## src/rtl/tlb_pkg.sv

```systemverilog
package tlb_pkg;
   // How a refill chose its way.
   typedef enum logic [1:0] {
      PLACE_MATCH = 2'd0,
      PLACE_FREE  = 2'd1,
      PLACE_EVICT = 2'd2
   } place_e;
endpackage

```

## src/rtl/tlb_lru_set.sv

```systemverilog
module tlb_lru_set #(
   parameter int WAYS  = 4,
   parameter int WAY_W = 2
) (
   input  logic             clk,
   input  logic             rst_n,
   input  logic             clear_i,
   input  logic             touch_a_i,
   input  logic [WAY_W-1:0] way_a_i,
   input  logic             touch_b_i,
   input  logic [WAY_W-1:0] way_b_i,
   output logic [WAY_W-1:0] victim_o
);
   typedef logic [WAYS-1:0][WAY_W-1:0] age_t;

   age_t age_q, age_a, age_d;
   logic [WAYS-1:0] oldest;

   function automatic age_t bump(input age_t cur, input logic [WAY_W-1:0] w);
      age_t nxt;
      nxt = cur;
      for (int j = 0; j < WAYS; j++) begin
         if (WAY_W'(j) == w) nxt[j] = '0;
         else if (cur[j] < cur[w]) nxt[j] = cur[j] + 1'b1;
      end
      return nxt;
   endfunction

   always_comb begin
      age_a = touch_a_i ? bump(age_q, way_a_i) : age_q;
      age_d = touch_b_i ? bump(age_a, way_b_i) : age_a;
   end

   always_ff @(posedge clk) begin
      if (!rst_n || clear_i) begin
         for (int j = 0; j < WAYS; j++) age_q[j] <= WAY_W'(j);
      end else begin
         age_q <= age_d;
      end
   end

   always_comb begin
      victim_o = '0;
      for (int j = 0; j < WAYS; j++) begin
         oldest[j] = (age_q[j] == WAY_W'(WAYS - 1));
         if (oldest[j]) victim_o = WAY_W'(j);
      end
   end

   // ages stay a permutation, so exactly one way is oldest
   p_one_oldest_r5: assert property (@(posedge clk) disable iff (!rst_n)
      $onehot(oldest));
   // a way just refilled is never the next victim
   p_fill_not_victim_r5: assert property (@(posedge clk) disable iff (!rst_n)
      (touch_b_i && !clear_i) |=> (victim_o != $past(way_b_i)));
endmodule

```

## src/rtl/tlb_store.sv

```systemverilog
module tlb_store #(
   parameter int SETS  = 4,
   parameter int WAYS  = 4,
   parameter int IDX_W = 2,
   parameter int WAY_W = 2,
   parameter int TAG_W = 6,
   parameter int PTE_W = 8
) (
   input  logic                        clk,
   input  logic                        rst_n,
   input  logic                        clear_i,
   input  logic [IDX_W-1:0]            la_set_i,
   output logic [WAYS-1:0]             la_valid_o,
   output logic [WAYS-1:0][TAG_W-1:0]  la_tag_o,
   output logic [WAYS-1:0][PTE_W-1:0]  la_pte_o,
   input  logic [IDX_W-1:0]            fb_set_i,
   output logic [WAYS-1:0]             fb_valid_o,
   output logic [WAYS-1:0][TAG_W-1:0]  fb_tag_o,
   input  logic                        wr_en_i,
   input  logic [IDX_W-1:0]            wr_set_i,
   input  logic [WAY_W-1:0]            wr_way_i,
   input  logic [TAG_W-1:0]            wr_tag_i,
   input  logic [PTE_W-1:0]            wr_pte_i
);
   logic [SETS-1:0][WAYS-1:0] valid_q;
   logic [TAG_W-1:0] tag_q [SETS][WAYS];
   logic [PTE_W-1:0] pte_q [SETS][WAYS];

   always_ff @(posedge clk) begin
      if (!rst_n || clear_i) valid_q <= '0;
      else if (wr_en_i) valid_q[wr_set_i][wr_way_i] <= 1'b1;
   end

   always_ff @(posedge clk) begin
      if (wr_en_i) begin
         tag_q[wr_set_i][wr_way_i] <= wr_tag_i;
         pte_q[wr_set_i][wr_way_i] <= wr_pte_i;
      end
   end

   always_comb begin
      la_valid_o = valid_q[la_set_i];
      fb_valid_o = valid_q[fb_set_i];
      for (int w = 0; w < WAYS; w++) begin
         la_tag_o[w] = tag_q[la_set_i][w];
         la_pte_o[w] = pte_q[la_set_i][w];
         fb_tag_o[w] = tag_q[fb_set_i][w];
      end
   end

   // a flush leaves no valid line behind
   p_clear_empty_r6: assert property (@(posedge clk) disable iff (!rst_n)
      clear_i |=> (valid_q == '0));
   // a written line is valid the next cycle
   p_write_valid_r4: assert property (@(posedge clk) disable iff (!rst_n)
      (wr_en_i && !clear_i) |=> valid_q[$past(wr_set_i)][$past(wr_way_i)]);
endmodule

```

## src/rtl/tlb_sa.sv

```systemverilog
module tlb_sa
   import tlb_pkg::*;
#(
   parameter int VA_W     = 16,
   parameter int PAGE_W   = 8,
   parameter int SET_BITS = 2,
   parameter int WAYS     = 4,
   parameter int PPN_W    = 6,
   parameter int PTE_W    = 8,
   localparam int VPN_W   = VA_W - PAGE_W,
   localparam int TAG_W   = VPN_W - SET_BITS,
   localparam int SETS    = 1 << SET_BITS,
   localparam int IDX_W   = (SET_BITS > 0) ? SET_BITS : 1,
   localparam int WAY_W   = (WAYS > 1) ? $clog2(WAYS) : 1,
   localparam int PA_W    = PPN_W + PAGE_W
) (
   input  logic             clk,
   input  logic             rst_n,
   input  logic             flush_i,
   input  logic             lk_valid_i,
   input  logic [VA_W-1:0]  lk_va_i,
   output logic             lk_hit_o,
   output logic             lk_miss_o,
   output logic [WAY_W-1:0] lk_way_o,
   output logic [PTE_W-1:0] lk_pte_o,
   output logic [PA_W-1:0]  lk_pa_o,
   input  logic             fill_valid_i,
   input  logic [VPN_W-1:0] fill_vpn_i,
   input  logic [PTE_W-1:0] fill_pte_i
);
   if (TAG_W < 1) begin : g_bad_split
      $error("tlb_sa: address too narrow for page and index bits");
   end
   if (PTE_W < PPN_W) begin : g_bad_pte
      $error("tlb_sa: entry narrower than physical page number");
   end
   if (WAYS < 2 || (1 << WAY_W) != WAYS) begin : g_bad_ways
      $error("tlb_sa: WAYS must be a power of two, at least 2");
   end

   logic [IDX_W-1:0] lk_set, fl_set;
   logic [TAG_W-1:0] lk_tag, fl_tag;

   assign lk_tag = lk_va_i[VA_W-1:PAGE_W+SET_BITS];
   assign fl_tag = fill_vpn_i[VPN_W-1:SET_BITS];

   if (SET_BITS > 0) begin : g_indexed
      assign lk_set = lk_va_i[PAGE_W+SET_BITS-1:PAGE_W];
      assign fl_set = fill_vpn_i[SET_BITS-1:0];
   end else begin : g_full_assoc
      assign lk_set = '0;
      assign fl_set = '0;
   end

   logic [WAYS-1:0]            la_valid, fb_valid;
   logic [WAYS-1:0][TAG_W-1:0] la_tag, fb_tag;
   logic [WAYS-1:0][PTE_W-1:0] la_pte;
   logic                       fill_en;
   logic [WAY_W-1:0]           fl_way;
   place_e                     place;

   assign fill_en = fill_valid_i && !flush_i;

   tlb_store #(
      .SETS(SETS), .WAYS(WAYS), .IDX_W(IDX_W), .WAY_W(WAY_W),
      .TAG_W(TAG_W), .PTE_W(PTE_W)
   ) u_store (
      .clk(clk), .rst_n(rst_n), .clear_i(flush_i),
      .la_set_i(lk_set), .la_valid_o(la_valid), .la_tag_o(la_tag), .la_pte_o(la_pte),
      .fb_set_i(fl_set), .fb_valid_o(fb_valid), .fb_tag_o(fb_tag),
      .wr_en_i(fill_en), .wr_set_i(fl_set), .wr_way_i(fl_way),
      .wr_tag_i(fl_tag), .wr_pte_i(fill_pte_i)
   );

   // Lookup compare: lowest matching way wins.
   logic [WAYS-1:0]  lk_match;
   logic             hit_any;
   logic [WAY_W-1:0] hit_way;
   always_comb begin
      hit_way = '0;
      for (int w = WAYS - 1; w >= 0; w--) begin
         lk_match[w] = la_valid[w] && (la_tag[w] == lk_tag);
         if (lk_match[w]) hit_way = WAY_W'(w);
      end
      hit_any = |lk_match;
   end

   // Recency state, one instance per set.
   logic [WAY_W-1:0] victim [SETS];
   for (genvar s = 0; s < SETS; s++) begin : g_lru
      tlb_lru_set #(.WAYS(WAYS), .WAY_W(WAY_W)) u_lru (
         .clk(clk), .rst_n(rst_n), .clear_i(flush_i),
         .touch_a_i(lk_valid_i && hit_any && (lk_set == IDX_W'(s))),
         .way_a_i(hit_way),
         .touch_b_i(fill_en && (fl_set == IDX_W'(s))),
         .way_b_i(fl_way),
         .victim_o(victim[s])
      );
   end

   // Refill placement: same tag, then lowest free way, then oldest way.
   logic [WAYS-1:0]  fl_match;
   logic [WAY_W-1:0] match_way, free_way;
   always_comb begin
      match_way = '0;
      free_way  = '0;
      for (int w = WAYS - 1; w >= 0; w--) begin
         fl_match[w] = fb_valid[w] && (fb_tag[w] == fl_tag);
         if (fl_match[w]) match_way = WAY_W'(w);
         if (!fb_valid[w]) free_way = WAY_W'(w);
      end
      if (|fl_match) begin
         place  = PLACE_MATCH;
         fl_way = match_way;
      end else if (!(&fb_valid)) begin
         place  = PLACE_FREE;
         fl_way = free_way;
      end else begin
         place  = PLACE_EVICT;
         fl_way = victim[fl_set];
      end
   end

   // Registered lookup result.
   always_ff @(posedge clk) begin
      if (!rst_n || !lk_valid_i) begin
         lk_hit_o  <= 1'b0;
         lk_miss_o <= 1'b0;
         lk_way_o  <= '0;
         lk_pte_o  <= '0;
         lk_pa_o   <= '0;
      end else begin
         lk_hit_o  <= hit_any;
         lk_miss_o <= !hit_any;
         lk_way_o  <= hit_any ? hit_way : '0;
         lk_pte_o  <= hit_any ? la_pte[hit_way] : '0;
         lk_pa_o   <= hit_any ? {la_pte[hit_way][PPN_W-1:0], lk_va_i[PAGE_W-1:0]} : '0;
      end
   end

   // each request yields exactly one of hit or miss
   p_one_result_r2: assert property (@(posedge clk) disable iff (!rst_n)
      lk_valid_i |=> (lk_hit_o != lk_miss_o));
   // no request, no result
   p_quiet_r2: assert property (@(posedge clk) disable iff (!rst_n)
      !lk_valid_i |=> (!lk_hit_o && !lk_miss_o));
   // page offset passes through on a hit
   p_offset_r3: assert property (@(posedge clk) disable iff (!rst_n)
      lk_valid_i |=> (!lk_hit_o || lk_pa_o[PAGE_W-1:0] == $past(lk_va_i[PAGE_W-1:0])));
   // eviction happens only when the set is full
   p_evict_full_r4: assert property (@(posedge clk) disable iff (!rst_n)
      (fill_en && place == PLACE_EVICT) |-> (&fb_valid));
   // tags in a set never duplicate, so at most one way matches
   p_no_dup_r4: assert property (@(posedge clk) disable iff (!rst_n)
      $onehot0(lk_match));
endmodule

```

## config.mk

```make
export PLATFORM = sky130hd
export DESIGN_NAME = tlb_sa
export DESIGN_NICKNAME = d
export VERILOG_FILES = /design/src/rtl/tlb_pkg.sv /design/src/rtl/tlb_lru_set.sv /design/src/rtl/tlb_store.sv /design/src/rtl/tlb_sa.sv
export SDC_FILE = /design/constraint.sdc
export NUM_CORES = 1
export LEC_CHECK = 0
export BUFFER_PORTS_ARGS = -buffer_cell sky130_fd_sc_hd__buf_2
export CORE_MARGIN = 2
export CORE_UTILIZATION = 38
export CTS_CLUSTER_SIZE = 25
export DETAILED_ROUTE_END_ITERATION = 7
export PLACE_DENSITY = 0.51
export SYNTH_ARGS = -nofsm -noshare
export SYNTH_HDL_FRONTEND = slang
export SYNTH_HIERARCHICAL = 1
export SYNTH_SLANG_ARGS = --single-unit
export TNS_END_PERCENT = 100
```

## constraint.sdc

```tcl
create_clock -name clk -period 9 [get_ports clk]
set_input_delay 0.45 -clock clk [delete_from_list [all_inputs] [get_ports clk]]
set_output_delay 0.45 -clock clk [all_outputs]
set_load 0.1 [all_outputs]
```

Word-level counts from Yosys, hierarchy flattened
Memories as Yosys holds them, arrays and structs flattened.
Index checks and enable logic that the tools add are counted.

word-level totals
  bits in registers = 74
  memory bits (writable) = 224
  input port bits = 37
  word-level logic and storage cells = 305
  memories = 2

memory list
  name           words  bits a word  read ports  clocked after memory_dff  wr ports  line             text
  u_store.pte_q  4      32           1           0                         1         tlb_store.sv:27  logic [PTE_W-1:0] pte_q [SETS][WAYS];
  u_store.tag_q  4      24           2           0                         1         tlb_store.sv:26  logic [TAG_W-1:0] tag_q [SETS][WAYS];

operators by class
  add/sub/neg operators = 32
  order comparisons = 41
  equality and inequality tests = 32
  mux-type cells = 134
  bitwise operators = 4
  reduce and logical (&&, ||, !) cells = 35

operators with widths
  cell                                                                   number
  2-bit 2-to-1 mux                                                       96
  8-bit 2-to-1 mux                                                       10
  2-bit by 1-bit adder with 2-bit output (second input constant)         32
  2-bit < comparator                                                     32
  6-bit equality test                                                    8
  2-bit binary-select mux with 2-bit select                              9
  2-bit equality test (second input constant)                            16
  32-bit 2-to-1 mux                                                      1
  24-bit 2-to-1 mux                                                      1
  1-bit logical AND                                                      21
  4-bit binary-select mux with 2-bit select                              2
  8-bit binary-select mux with 2-bit select                              1
  8-bit demux with 2-bit select                                          1
  16-bit bitwise OR                                                      1
  6-bit demux with 2-bit select                                          1
  2-bit by 3-bit < comparator with 1-bit output (second input constant)  4
  4-bit 2-to-1 mux                                                       3
  4-bit demux with 2-bit select                                          1
  2-bit equality test (first input constant)                             4
  2-bit zero test                                                        4
  4-bit OR reduction                                                     2
  3-bit greater-or-equal comparator (second input constant)              2
  1-bit 2-to-1 mux                                                       6
  6-bit 2-to-1 mux                                                       1
  11 further kinds                                                       19

Logic depth before layout (Yosys ltp)
  word-level depth = 19
  gate-level depth with buffers = 22
  mapped depth without buffers = 17

By module
The synthesis kept the hierarchy.

modules (own cells, without submodules)
  module                            instances  cells each  area each (µm²)  seq. area each (µm²)
  tlb_store                         1          397         9,537.9          7,046.8
  tlb_lru_set (g_lru[0].u_lru ...)  3          130         1,061.0          160.2
  tlb_sa                            1          175         1,574.0          400.4
  tlb_lru_set (g_lru[3].u_lru)      1          138         1,121.1          160.2

Worst setup path before layout
No wires, ideal clock.

  path kind = input -> register
  from = input lk_va_i[8]
  to = register g_lru[1].u_lru/age_q[4] (netlist bit)
  setup time = 0.121 ns
  data arrival time = 5.624 ns
  setup slack = 3.255 ns
  cell stages on the path = 19
  path through = buf_6 buf_6 mux4_2 xor2_1 or4_1 nor2_2 inv_2 a21oi_1 buf_6 mux4_2 inv_1 ha_1 or4bb_1 o211ai_1 nor2_1 mux4_2 o31a_1 o21ai_2 a211oi_1

RTL lines
  what                  line               text
  from (decl)           tlb_sa.sv:21       input logic [VA_W-1:0] lk_va_i,
  to (signal assigned)  tlb_lru_set.sv:38  age_q <= age_d;
  to (decl)             tlb_lru_set.sv:16  age_t age_q, age_a, age_d;

==> impl_results.md <==
* Synthesis-to-layout area growth at 12.6%
* CTS root buf: clkbuf_16
* Period utilization at 70.9%
* Worst Skew at 0.0152 ns
* CTS tree: built
* Std cell rows at 73
* Tmin final at 6.38 ns
* Mapped Cells at 1100
* Antenna cells at 0
* Tot Pwr at 2.99 mW
* Setup TNS at 0 ns
* Cts bufs inserted at 34
* Startpoint Class: primary input
* Drt via density at 5.77
* Sink Count at 292
* Worst Hold Path EP: lk_pa_o[5]
* Initial drt markers at 696
* Pwr dens at 172 nW/um2
* DRT Pass-1 Iters at 4
* FF-to-FF path depth at 17
* Die height at 205 um
* Crit Path Class: primary input to flop
* HPWL Detailed at 25.6 mm
* Clk_lat worst skew at 0.53 ns
* F_max at 0.157 GHz
* Endpoints failing setup at 0
* Min-Delay Path Depth at 2
* Fin. Hold Viols at 0
* Fill cell count at 3600
* Ys async rst share at 0%
* Number of global-route vias before repair at 9913
* Reg-to-reg slack, setup at 3.00 ns
* Mean Syn Cell Area at 14.0 um2
* CP top delay family: compound AO/OA/AOI/OAI gates
* Number of buffers added for setup after CTS at 0
* Via count at 9904
* DP Worst Slack at 2.08 ns
* Max Transition Viols Final at 0
* Total GRT Usage at 18.8%
* Critical Path Max Stage Delay at 0.55 ns
* CP bufs+invs at 5
* H-tree levels at 2
* Cts hold-fix bufs at 0
* WL/cell at 22.8 um
* Placer Congestion at 0.775
* Critical Path RT at 9.42 ns
* Layout cell share with drive strength beyond 1 at 26.7%
* Port-buffer cells at 62
* Slew at the pin closest to its max-slew limit at 1.20 ns
* Post-synth EDFFs at 224
* DRC Markers at 0
* Commonest cells after routing, fill and taps aside: 224 x edfxtp_1, 102 x mux4_2, 68 x dfxtp_1
* #FFs+latches synth at 292
* Clk buf depth at 3
* Routed wire length at 39.2 mm
* Final worst slack at 2.62 ns
* Worst-path clk slew at 0.06 ns
* Number of max-cap violations at 0
* Min-Delay Path Class: primary input to flop
* Netlist area before placement at 15400 um2
* Main flop type after synthesis: edfxtp_1
* Ys Warns at 6
* Outcome: finished clean
* Hold Startpoint: lk_va_i[5]
* Worst R2R End: g_lru[2].u_lru/age_q[2]
* Slew HR at 19.6%
* Crit-path max FO at 34
* Final Core Density at 43.5%
* GR Overflow Total at 0
* Final net count at 1230
* Initial core utilization at 38.6%
* IO Pins at 63
* Largest net degree at the start of global routing at 48
* DIE WIDTH at 205 um
* Most common cell after layout, fill and taps aside: edfxtp_1
* Cells along the critical path: buf_2, buf_4, mux4_2, xnor2_1, nand4_1, or4_1, nor2_2, inv_2, a21oi_4, buf_4, mux4_2, inv_1, ha_1, o311ai_0, a21oi_1, o31ai_2, o221ai_2, and4_1, o41ai_1
* Sequential-to-total area share from yosys stat at 52.5%
* Initial antenna violation count at 1
* RSZ-0062 raised after global routing: no
* Arr. time, crit path at 6.79 ns
* First-pass GRT wire length at 60.1 mm
* Worst IR Drop VDD at 0.187 mV
* Worst path slowest cell: mux4_2
* Resized cells post-CTS at 0
* Leak at 5.62 nW
* CORE AREA at 39900 um2
* Distinct cells, synth at 86
* Reg2reg start: u_store/tag_q[3][4]
* Mapped Nets at 1165
* Number of cells on the critical path at 19
* CP endpoint kind: flop
* Final ANT Viol Nets at 0
* Full die area at 42200 um2
state kept, by name (all words and copies together), names as in the netlist:
name	count
g_lru.u_lru/age_q	32
lk_hit_o	1
lk_miss_o	1
lk_pa_o	8
lk_pte_o	8
lk_way_o	2
u_store/pte_q	128
u_store/tag_q	96
u_store/valid_q	16
worst max-delay path by stage:
stage,from,to,slack [ns]
final,lk_va_i[9],g_lru[2].u_lru/age_q[2],2.62
after global routing,lk_va_i[9],g_lru[2].u_lru/age_q[6],2.15
after CTS,lk_va_i[9],g_lru[2].u_lru/age_q[2],2.62
after detailed placement,lk_va_i[9],g_lru[2].u_lru/age_q[2],2.08
after global placement,lk_va_i[9],g_lru[2].u_lru/age_q[4],2.25
after floorplan,lk_va_i[8],g_lru[1].u_lru/age_q[4],3.26
report_power, final:
group	total, mW	switching, mW	internal (mW)	leakage [nW]
clock	1.38	0.565	0.819	0.548
combinational	0.150	0.0895	0.0606	2.51
sequential	1.46	0.00194	1.46	2.57
per-layer routing:
metal / global-route usage (%) / vias to the layer above / share of wire (%)
met4: 4.93 / 0 / 2.0
li1: - / 4558 / -
met1: 26.4 / 5084 / 46
met2: 30.6 / 212 / 48
met5: 0 / - / 0
met3: 2.71 / 50 / 4.1
logic make-up after synthesis:
kind of cell    synth area share, %
compound gates                 11.5
flops                          52.5
xor+xnor                       2.78
fa+ha+maj                      2.27
mux                            16.1
simple gates                   11.0
buf+inv                        3.94
layout make-up:
cell class / instances / area [um2] / area share, %
Tap cell: 525 / 657 / 3.79
Sequential cell: 292 / 8090 / 46.6
Multi-Input combinational cell: 703 / 6790 / 39.1
Inverter: 43 / 161 / 0.930
Clock buffer: 45 / 963 / 5.55
Timing Repair Buffer: 91 / 531 / 3.06
Clock inverter: 17 / 160 / 0.923
cell usage after synthesis, types with 15 or more instances:
| library cell | count | area share (%) |
|---|---|---|
| a211oi_1 | 15 | 0.73 |
| o21ai_0 | 21 | 0.68 |
| nand3_1 | 33 | 1.1 |
| nand2b_1 | 21 | 0.85 |
| inv_1 | 39 | 0.95 |
| nor2b_1 | 22 | 0.89 |
| buf_2 | 19 | 0.62 |
| ha_1 | 28 | 2.3 |
| xor2_1 | 22 | 1.2 |
| nand2_1 | 41 | 1.0 |
| a31oi_1 | 17 | 0.69 |
| nor2_1 | 36 | 0.88 |
| dfxtp_1 | 68 | 8.8 |
| o2bb2ai_1 | 16 | 0.91 |
| nor3_1 | 19 | 0.62 |
| mux4_2 | 102 | 15 |
| xnor2_1 | 25 | 1.4 |
| a21oi_1 | 24 | 0.78 |
| and3_1 | 16 | 0.65 |
| a22oi_1 | 17 | 0.83 |
| edfxtp_1 | 224 | 44 |
stage by stage:
step                      instance area (um2)  hold WS, ns  cells
final                                   17400        0.131   1716
after global routing                    17400        0.118   1716
after CTS                               17400        0.106   1716
after detailed placement                16200        0.467   1654
after global placement                  16200        0.460   1654
after floorplan                         15400        0.443   1100
Power figures use the tool's default switching activity.
